===== config.mk =====
export PLATFORM = sky130hd
export DESIGN_NAME = modm1_prefix_adder
export DESIGN_NICKNAME = d
export VERILOG_FILES = /design/src/rtl/modm1_pkg.sv /design/src/rtl/modm1_prefix_net.sv /design/src/rtl/modm1_excess_one.sv /design/src/rtl/modm1_prefix_adder.sv
export SDC_FILE = /design/constraint.sdc
export NUM_CORES = 1
export LEC_CHECK = 0
export ABC_CLOCK_PERIOD_IN_PS = 5300
export CORE_MARGIN = 1
export CORE_UTILIZATION = 35
export DETAILED_ROUTE_END_ITERATION = 10
export MAX_ROUTING_LAYER = met4
export PLACE_DENSITY = 0.67
export RECOVER_POWER = 100
export SETUP_SLACK_MARGIN = 0.2
export SYNTH_ARGS = -nofsm -noshare
export SYNTH_HDL_FRONTEND = slang
export SYNTH_SLANG_ARGS = --single-unit

===== constraint.sdc =====
create_clock -name vclk -period 5.3
set_clock_uncertainty 0.15 [all_clocks]
set_input_delay 0.53 -clock vclk [all_inputs]
set_output_delay 0.53 -clock vclk [all_outputs]
set_load 0.005 [all_outputs]

===== src/rtl/modm1_pkg.sv =====
package modm1_pkg;
  // Number of prefix levels needed to cover a word of w bits.
  function automatic int unsigned prefix_levels(input int unsigned w);
    int unsigned n;
    n = 0;
    while ((1 << n) < w) n++;
    return n;
  endfunction
endpackage


===== src/rtl/modm1_prefix_net.sv =====
module modm1_prefix_net #(
  parameter int unsigned WIDTH = 8
) (
  input  logic [WIDTH-1:0] a_i,
  input  logic [WIDTH-1:0] b_i,
  output logic [WIDTH-1:0] plain_sum_o,
  output logic             grp_gen_o,
  output logic             grp_prop_o
);
  localparam int unsigned LEVELS = modm1_pkg::prefix_levels(WIDTH);

  logic [WIDTH-1:0] gen_l  [0:LEVELS];
  logic [WIDTH-1:0] prop_l [0:LEVELS];
  logic [WIDTH-1:0] half_x;
  logic [WIDTH-1:0] carry_in;

  assign half_x    = a_i ^ b_i;
  assign gen_l[0]  = a_i & b_i;
  assign prop_l[0] = half_x;

  // Kogge-Stone style combination of (generate, propagate) pairs.
  for (genvar lvl = 0; lvl < LEVELS; lvl++) begin : g_level
    localparam int unsigned DIST = 1 << lvl;
    for (genvar bit_i = 0; bit_i < WIDTH; bit_i++) begin : g_bit
      if (bit_i >= DIST) begin : g_merge
        assign gen_l[lvl+1][bit_i]  = gen_l[lvl][bit_i] |
                                      (prop_l[lvl][bit_i] & gen_l[lvl][bit_i-DIST]);
        assign prop_l[lvl+1][bit_i] = prop_l[lvl][bit_i] & prop_l[lvl][bit_i-DIST];
      end else begin : g_pass
        assign gen_l[lvl+1][bit_i]  = gen_l[lvl][bit_i];
        assign prop_l[lvl+1][bit_i] = prop_l[lvl][bit_i];
      end
    end
  end

  assign carry_in    = {gen_l[LEVELS][WIDTH-2:0], 1'b0};
  assign plain_sum_o = half_x ^ carry_in;
  assign grp_gen_o   = gen_l[LEVELS][WIDTH-1];
  assign grp_prop_o  = prop_l[LEVELS][WIDTH-1];

  // A word that propagates everywhere cannot also generate a carry out.
  always_comb begin
    AST_PROP_EXCLUDES_GEN: assert (!(grp_prop_o && grp_gen_o));
  end
endmodule


===== src/rtl/modm1_excess_one.sv =====
module modm1_excess_one #(
  parameter int unsigned WIDTH = 8
) (
  input  logic [WIDTH-1:0] sum_i,
  input  logic             inc_i,
  output logic [WIDTH-1:0] res_o
);
  localparam int unsigned LEVELS = modm1_pkg::prefix_levels(WIDTH);

  logic [WIDTH-1:0] ones_l [0:LEVELS];

  // ones_l[LEVELS][i] is set when every bit of sum_i below position i is one.
  assign ones_l[0] = {sum_i[WIDTH-2:0], 1'b1};

  for (genvar lvl = 0; lvl < LEVELS; lvl++) begin : g_level
    localparam int unsigned DIST = 1 << lvl;
    for (genvar bit_i = 0; bit_i < WIDTH; bit_i++) begin : g_bit
      if (bit_i >= DIST) begin : g_and
        assign ones_l[lvl+1][bit_i] = ones_l[lvl][bit_i] & ones_l[lvl][bit_i-DIST];
      end else begin : g_pass
        assign ones_l[lvl+1][bit_i] = ones_l[lvl][bit_i];
      end
    end
  end

  // Flip every bit up to and including the lowest zero of sum_i.
  assign res_o = sum_i ^ ({WIDTH{inc_i}} & ones_l[LEVELS]);

  always_comb begin
    AST_INC_ADDS_ONE: assert (!inc_i || (res_o == sum_i + WIDTH'(1)));
    AST_PASS_THROUGH: assert (inc_i || (res_o == sum_i));
  end
endmodule


===== src/rtl/modm1_prefix_adder.sv =====
module modm1_prefix_adder #(
  parameter int unsigned WIDTH = 8
) (
  input  logic [WIDTH-1:0] a_i,
  input  logic [WIDTH-1:0] b_i,
  output logic [WIDTH-1:0] sum_o
);
  localparam logic [WIDTH-1:0] ALL_ONES = {WIDTH{1'b1}};

  logic [WIDTH-1:0] plain_sum;
  logic             grp_gen;
  logic             grp_prop;
  logic             inc_sel;

  modm1_prefix_net #(.WIDTH(WIDTH)) u_net (
    .a_i         (a_i),
    .b_i         (b_i),
    .plain_sum_o (plain_sum),
    .grp_gen_o   (grp_gen),
    .grp_prop_o  (grp_prop)
  );

  // The carry out folds back in; an all-ones sum wraps to the single zero.
  assign inc_sel = grp_gen | grp_prop;

  modm1_excess_one #(.WIDTH(WIDTH)) u_inc (
    .sum_i (plain_sum),
    .inc_i (inc_sel),
    .res_o (sum_o)
  );

  always_comb begin
    if (a_i != ALL_ONES && b_i != ALL_ONES) begin
      AST_NO_ALL_ONES: assert (sum_o != ALL_ONES);
      AST_WRAP_ZERO:   assert (({1'b0, a_i} + {1'b0, b_i}) != {1'b0, ALL_ONES} || sum_o == '0);
      AST_ZERO_ID:     assert (b_i != '0 || sum_o == a_i);
    end
  end
endmodule


; ---- Yosys cells after proc, flatten, opt, wreduce, memory -nomap -nowiden
; Index checks and enable logic that the tools add are counted.
[totals]
mem_count = 0
romBits = 0
register_bits = 0
latchBits = 0
inputBits = 16
output_inout_bits = 8
ramBits = 0
[op_classes]
n_lt_le_gt_ge = 0
reduce_logical = 0
mul = 0
add_sub_neg = 0
mux = 0
n_eq_ne = 0
div = 0
bitwise_logic = 67
shift = 0
[op_table]
columns = op, n
row1 = AND 1 bit, 44
row2 = bitwise XOR 8 bit, 3
row3 = OR 1 bit, 18
row4 = AND 8 bit, 2

; ---- Logic depth before layout (Yosys ltp)
; Gate-level depths: netlist of the first run.
[logic_depth]
ltp_word = 12
ltp_mapped = 7
ltp_nobuf = 7

; ---- Cells and area by module
; A second synthesis of the first run with hierarchy kept.
[hier_totals]
hier_cells = 64
area_unflattened_um2 = 503.0
[modules_own_cells]
columns = mod, seq_area_each_um2, area_each_um2, n_inst, cells_each
row1 = modm1_prefix_net, 0.0, 359.1, 1, 45
row2 = modm1_excess_one, 0.0, 137.6, 1, 18
row3 = modm1_prefix_adder, 0.0, 6.3, 1, 1

; ---- Worst setup path before layout of the first run
; Ideal clock, no wire load.
[synth_timing]
path_kind = input to output
startpoint = input port a_i[0]
endpoint = output port sum_o[1]
path_stages = 7
path_buffers = 0
arrival_ps = 2016
path_slack_ps = 2604
path_cell_list = ha_1 > fa_1 > nand3_2 > a31oi_1 > or2_2 > ha_1 > xor2_1
[synth_via]
elab_chain_len = 10
[synth_lines]
columns = element, line
row1 = "start, declared", modm1_prefix_adder.sv:4  ; input logic [WIDTH-1:0] a_i,
row2 = AND 8 bit, modm1_prefix_net.sv:18  ; assign gen_l[0] = a_i & b_i;
row3 = AND 1 bit, modm1_prefix_net.sv:27  ; (prop_l[lvl][bit_i] & gen_l[lvl][bit_i-DIST]);
row4 = OR 1 bit, modm1_prefix_net.sv:26  ; assign gen_l[lvl+1][bit_i] = gen_l[lvl][bit_i] |
row5 = AND 1 bit, modm1_prefix_net.sv:27
row6 = OR 1 bit, modm1_prefix_net.sv:26
row7 = AND 1 bit, modm1_prefix_net.sv:27
row8 = OR 1 bit, modm1_prefix_net.sv:26
row9 = OR 1 bit, modm1_prefix_adder.sv:24  ; assign inc_sel = grp_gen | grp_prop;
row10 = AND 8 bit, modm1_excess_one.sv:27  ; assign res_o = sum_i ^ ({WIDTH{inc_i}} & ones_l[LEVELS]);
row11 = bitwise XOR 8 bit (*), modm1_excess_one.sv:27
row12 = "end, declared", modm1_prefix_adder.sv:6  ; output logic [WIDTH-1:0] sum_o
; Every way passes the cells marked *; elsewhere a longest branch is shown, timed or not.

; ---- Final worst setup path of the first run
[layout_timing]
startpoint = input port a_i[0]
endpoint = output port sum_o[4]
; The elaborated chain is that of the path after synthesis.

==> metrics, run 1 <==
GR Util met1 21.6%; met3 Use GR 0%; # DRC 4; number of clock buffers in the layout 0; cell taking the most area after synthesis ha_1; top post-synthesis cells by area ha_1, xnor2_1, a211oi_1; cts repair resizes 0; max_slew headroom 66.8%; first-pass GRT wire length 2300 um; outcome finished with violations; drt via density 5.60; syn avg cell area 8.21 um2; Yosys top cell area share 18.8%; RSZ-0062 raised after global routing false; worst vdd rail ir drop 0.0000442 V; number of detailed-route iterations in the first pass 7; critical-path maximum fanout 5; count of final setup violators 0; Synth Warn # 0; Final Hold Vio Count 0; syn_nets 99; GRT Overall Usage 15.3%; most frequent cells after synthesis ha_1, xnor2_1, a21oi_1, nand2_1, nor2_1; Core Region 1560 um2; Startpoint Class input port; cell area after synthesis 599 um2; final estimated routing congestion in global placement 0.778; most common cell in the netlist ha_1; Critical Path Sink Type output port; critical path class in -> out; vias in the first global route 539; fin crit period 3.86 ns; io pins 24; worst slew pin tran 0.498 ns; row cnt 14; post-route ant nets 0; Most Crowded Layer GR met2; Seq. cell area 0 um2; Setup WS pre-CTS 1.59 ns; met2 Use GR 26.4%; period utilization 72.9%; total grt overflow 0; PwrDens 140 nW/um2; buffer count from post-CTS setup fixing 0; final wirelength 1360 um; Starting Density 38.4%; fin. max-slew vios 0; DR WL/cell 12.3 um; sequential cell count 0; area post-placement 843 um2; Leak 0.326 nW; ANT cells 0; Yosys cell types 38; Setup WS post-layout 1.44 ns; worst min-delay path class in -> out; via count 622; P&R area growth vs syn 38.6%; Die Area 1880 um2; detailed placement HPWL 1170 um; Max Cap Viol 0; CTS Hold Bufs 0; post-route setup TNS 0 ns; DR iter-0 viols 10; fmax 0.259 GHz; initial antenna violation count 0; Data required, critical path 4.62 ns; largest net degree at the start of global routing 10; Design Area, Final 831 um2; Die Wd 43.4 um; Nets 123; share of layout cells above drive strength 1 9.47%; failing checks design-rule violations; Syn Inst Count 73; port bufs 24; sequential area share after synthesis 0%; Die Height 43.4 um; critical path arrival 3.18 ns
-- area by class of cell --
| type | count | area [um2] |
|---|---|---|
| timing repair buffer | 24 | 240 |
| multi-input combinational | 68 | 559 |
| inverter | 3 | 11.3 |
| tap | 16 | 20.0 |
| fill | 151 | 728 |
-- path summary, 6_finish.rpt --
path,depth (start not counted),slack (ns),end,start
setup / recovery,9,1.44,sum_o[4],a_i[0]
hold / removal,5,2.27,sum_o[2],b_i[0]
-- where the power goes --
part	switching [W]	internal, W	total [W]
combinational	0.0000516	0.0000648	0.000116
sequential	0	0	0
clock	0	0	0
-- cell usage in the layout (no fill, tap or decap), drive strengths merged --
master / count
a211o: 2
a211oi: 4
a21boi: 1
a21o: 1
a21oi: 5
a31oi: 2
and3: 2
and3b: 1
clkdlybuf4s50: 19
dlygate4sd3: 5
fa: 1
ha: 9
inv: 3
nand2: 4
nand3: 1
nand4: 2
nand4bb: 1
nor2: 4
nor3: 1
nor3b: 1
nor4: 4
o2111a: 1
o2111ai: 1
o211ai: 1
o21a: 1
o21ai: 4
or2: 4
or3: 1
or4: 1
xnor2: 6
xor2: 2
-- metrics by stage --
step	instances	total power (W)	util (%)	hold WS, ns
6_report	111	0.000116	53.3	2.27
5_1_grt	111	0.000128	53.3	2.35
2_1_floorplan	73	0.0000733	-	1.22
3_3_place_gp	111	0.000121	54.1	2.21
3_5_place_dp	111	0.000123	54.1	2.22
4_1_cts	111	0.000123	54.1	2.22
-- logic make-up (layout without fill, tap and decap cells) --
family,Yosys count,count (layout),share of synthesized area (%)
AND/OR/NAND/NOR,27,27,32.2
adder cells (fa/ha/maj),10,10,22.1
XOR/XNOR,8,8,11.7
buffers and inverters,5,27,4.59
AO/OA/AOI/OAI,23,23,29.4
-- layer usage --
layer,vias up,share of wire [%]
li1,331,-
met1,280,48
met2,11,49
met3,0,2.4
met4,0,0
met5,-,0
-- critical path: stages --
cell and delay (ns):
clkdlybuf4s50_1 0.40, ha_1 0.25, fa_1 0.41, nand3_1 0.16, a31oi_1 0.15, o2111ai_1 0.46, nor2_1 0.10, xnor2_1 0.14
dlygate4sd3_1 0.58
(Power assumes the default switching activity.)
==> inputs of run 2 (changes only) <==
--- a/config.mk
+++ b/config.mk
@@ -5,7 +5,7 @@
 export SDC_FILE = /design/constraint.sdc
 export NUM_CORES = 1
 export LEC_CHECK = 0
-export ABC_CLOCK_PERIOD_IN_PS = 5300
+export ABC_CLOCK_PERIOD_IN_PS = 3850
 export CORE_MARGIN = 1
 export CORE_UTILIZATION = 35
 export DETAILED_ROUTE_END_ITERATION = 10
==> constraint.sdc (replaced) <==
create_clock -name vclk -period 3.85
set_clock_uncertainty 0.15 [all_clocks]
set_input_delay 0.385 -clock vclk [all_inputs]
set_output_delay 0.385 -clock vclk [all_outputs]
set_load 0.005 [all_outputs]
==> metrics, run 2 (synthesized netlist as in run 1, its figures left out) <==
outcome finished with violations; failing checks design-rule violations; largest net degree at the start of global routing 10; number of detailed-route iterations in the first pass 7; slowest cell delay on critical path 0.57 ns; Top delay family on crit path buffers and inverters; sequential cell count 0; logic gate share of total power 100.0%; Clk pwr share 0%; P_int 0.0000897 W; crit-path cells clkdlybuf4s50_1, ha_1, fa_1, nand3_1, a31oi_1, or2_2, ha_1, xor2_1, dlygate4sd3_1; final estimated routing congestion in global placement 0.778; Nets 123; post-route ant nets 0; metal3 WL 24 um; port bufs 24; critical-path maximum fanout 5; commonest cells after routing, fill and taps aside clkdlybuf4s50_1, ha_1, xnor2_1, dlygate4sd3_1; fin. max-slew vios 0; Design Area, Final 837 um2; Routed met2 length 682 um; Max Cap Viol 0; Die Height 43.4 um; Buf/Inv on CP 2; via count 622; ANT cells 0; final wirelength 1370 um; Net Sw Power 0.0000721 W; Met1 Routed Length 661 um; vias in the first global route 539; Seq. cell area 0 um2; RSZ-0062 raised after global routing false; drt via density 5.60; total power 0.000162 W; Starting Density 38.4%; area post-placement 843 um2; Die Area 1880 um2; GRT Overall Usage 15.3%; count of final setup violators 0; Startpoint Class input port; critical path class in -> out; # DRC 4; DR WL/cell 12.3 um; Post-Layout Cell Count 111; area taken by multi-input logic gates 566 um2; fmax 0.284 GHz; commonest non-fill, non-tap cell in the layout clkdlybuf4s50_1; post-route setup TNS 0 ns; share of layout cells above drive strength 1 10.5%; row cnt 14; Critical Path Sink Type output port; buffer count from post-CTS setup fixing 0; detailed placement HPWL 1170 um; Core Region 1560 um2; PwrDens 193 nW/um2; max_slew headroom 78.5%; Leak 0.327 nW; initial antenna violation count 0; io pins 24; P&R area growth vs syn 39.7%; first-pass GRT wire length 2300 um; fin crit period 3.52 ns; cell mode on critical path ha_1; worst slew pin tran 0.321 ns; Die Wd 43.4 um; worst min-delay path class in -> out; # placed instances 111; Fillers 150; Data required, critical path 3.31 ns; sw frac 44.6%; Slowest-stage cell, CP dlygate4sd3_1; critical path arrival 2.99 ns; DR iter-0 viols 10; sequential power share 0%; CTS Hold Bufs 0; cts repair resizes 0; period utilization 91.5%; Top Layer Used met3; Final Hold Vio Count 0; total grt overflow 0; number of clock buffers in the layout 0; worst vdd rail ir drop 0.0000617 V
-- run 2: cell types whose count changed in the layout (fill, tap and decap cells not counted) --
cell | previous run | this run
o2111ai_1 | 1 | 0
o2111ai_2 | 0 | 1
-- run 2: power groups by stage --
stage | registers [W] | clock network [W] | logic [W]
after global routing | 0 | 0 | 0.000177
after CTS | 0 | 0 | 0.000170
after global placement | 0 | 0 | 0.000166
after floorplan | 0 | 0 | 0.000101
after detailed placement | 0 | 0 | 0.000169
final | 0 | 0 | 0.000162
-- run 2: worst paths after layout --
kind,start,to,cells past startpoint
setup / recovery,a_i[0],sum_o[1],9
hold / removal,b_i[0],sum_o[2],5
-- run 2: cell type report --
class              instances  share of cell area [%]
multi-input cells         68                    67.6
repair buffers            24                    28.7
well taps                 16                    2.39
inverters                  3                    1.35
-- run 2: stage by stage --
stage               hold WS (ns)  setup slack (ns)  utilization (%)
floorplan                  0.931              1.44                -
global placement            1.92             0.478             54.1
detailed placement          1.93             0.431             54.1
CTS                         1.93             0.414             54.1
global route                2.07             0.207             53.7
finish                      2.00             0.327             53.7
-- run 2: metal layers --
layer  vias to the layer above  GRT usage [%]
li1                        332              -
met1                       281           21.6
met2                         9           26.4
met3                         0              0
met4                         0              0
met5                         -              -
==> inputs of run 3 (changes only) <==
--- a/config.mk
+++ b/config.mk
@@ -5,7 +5,6 @@
 export SDC_FILE = /design/constraint.sdc
 export NUM_CORES = 1
 export LEC_CHECK = 0
-export ABC_CLOCK_PERIOD_IN_PS = 3850
 export CORE_MARGIN = 1
 export CORE_UTILIZATION = 35
 export DETAILED_ROUTE_END_ITERATION = 10
==> results of run 3 <==
Same layout as run 2: the final DEF is identical, and so are final timing and power.
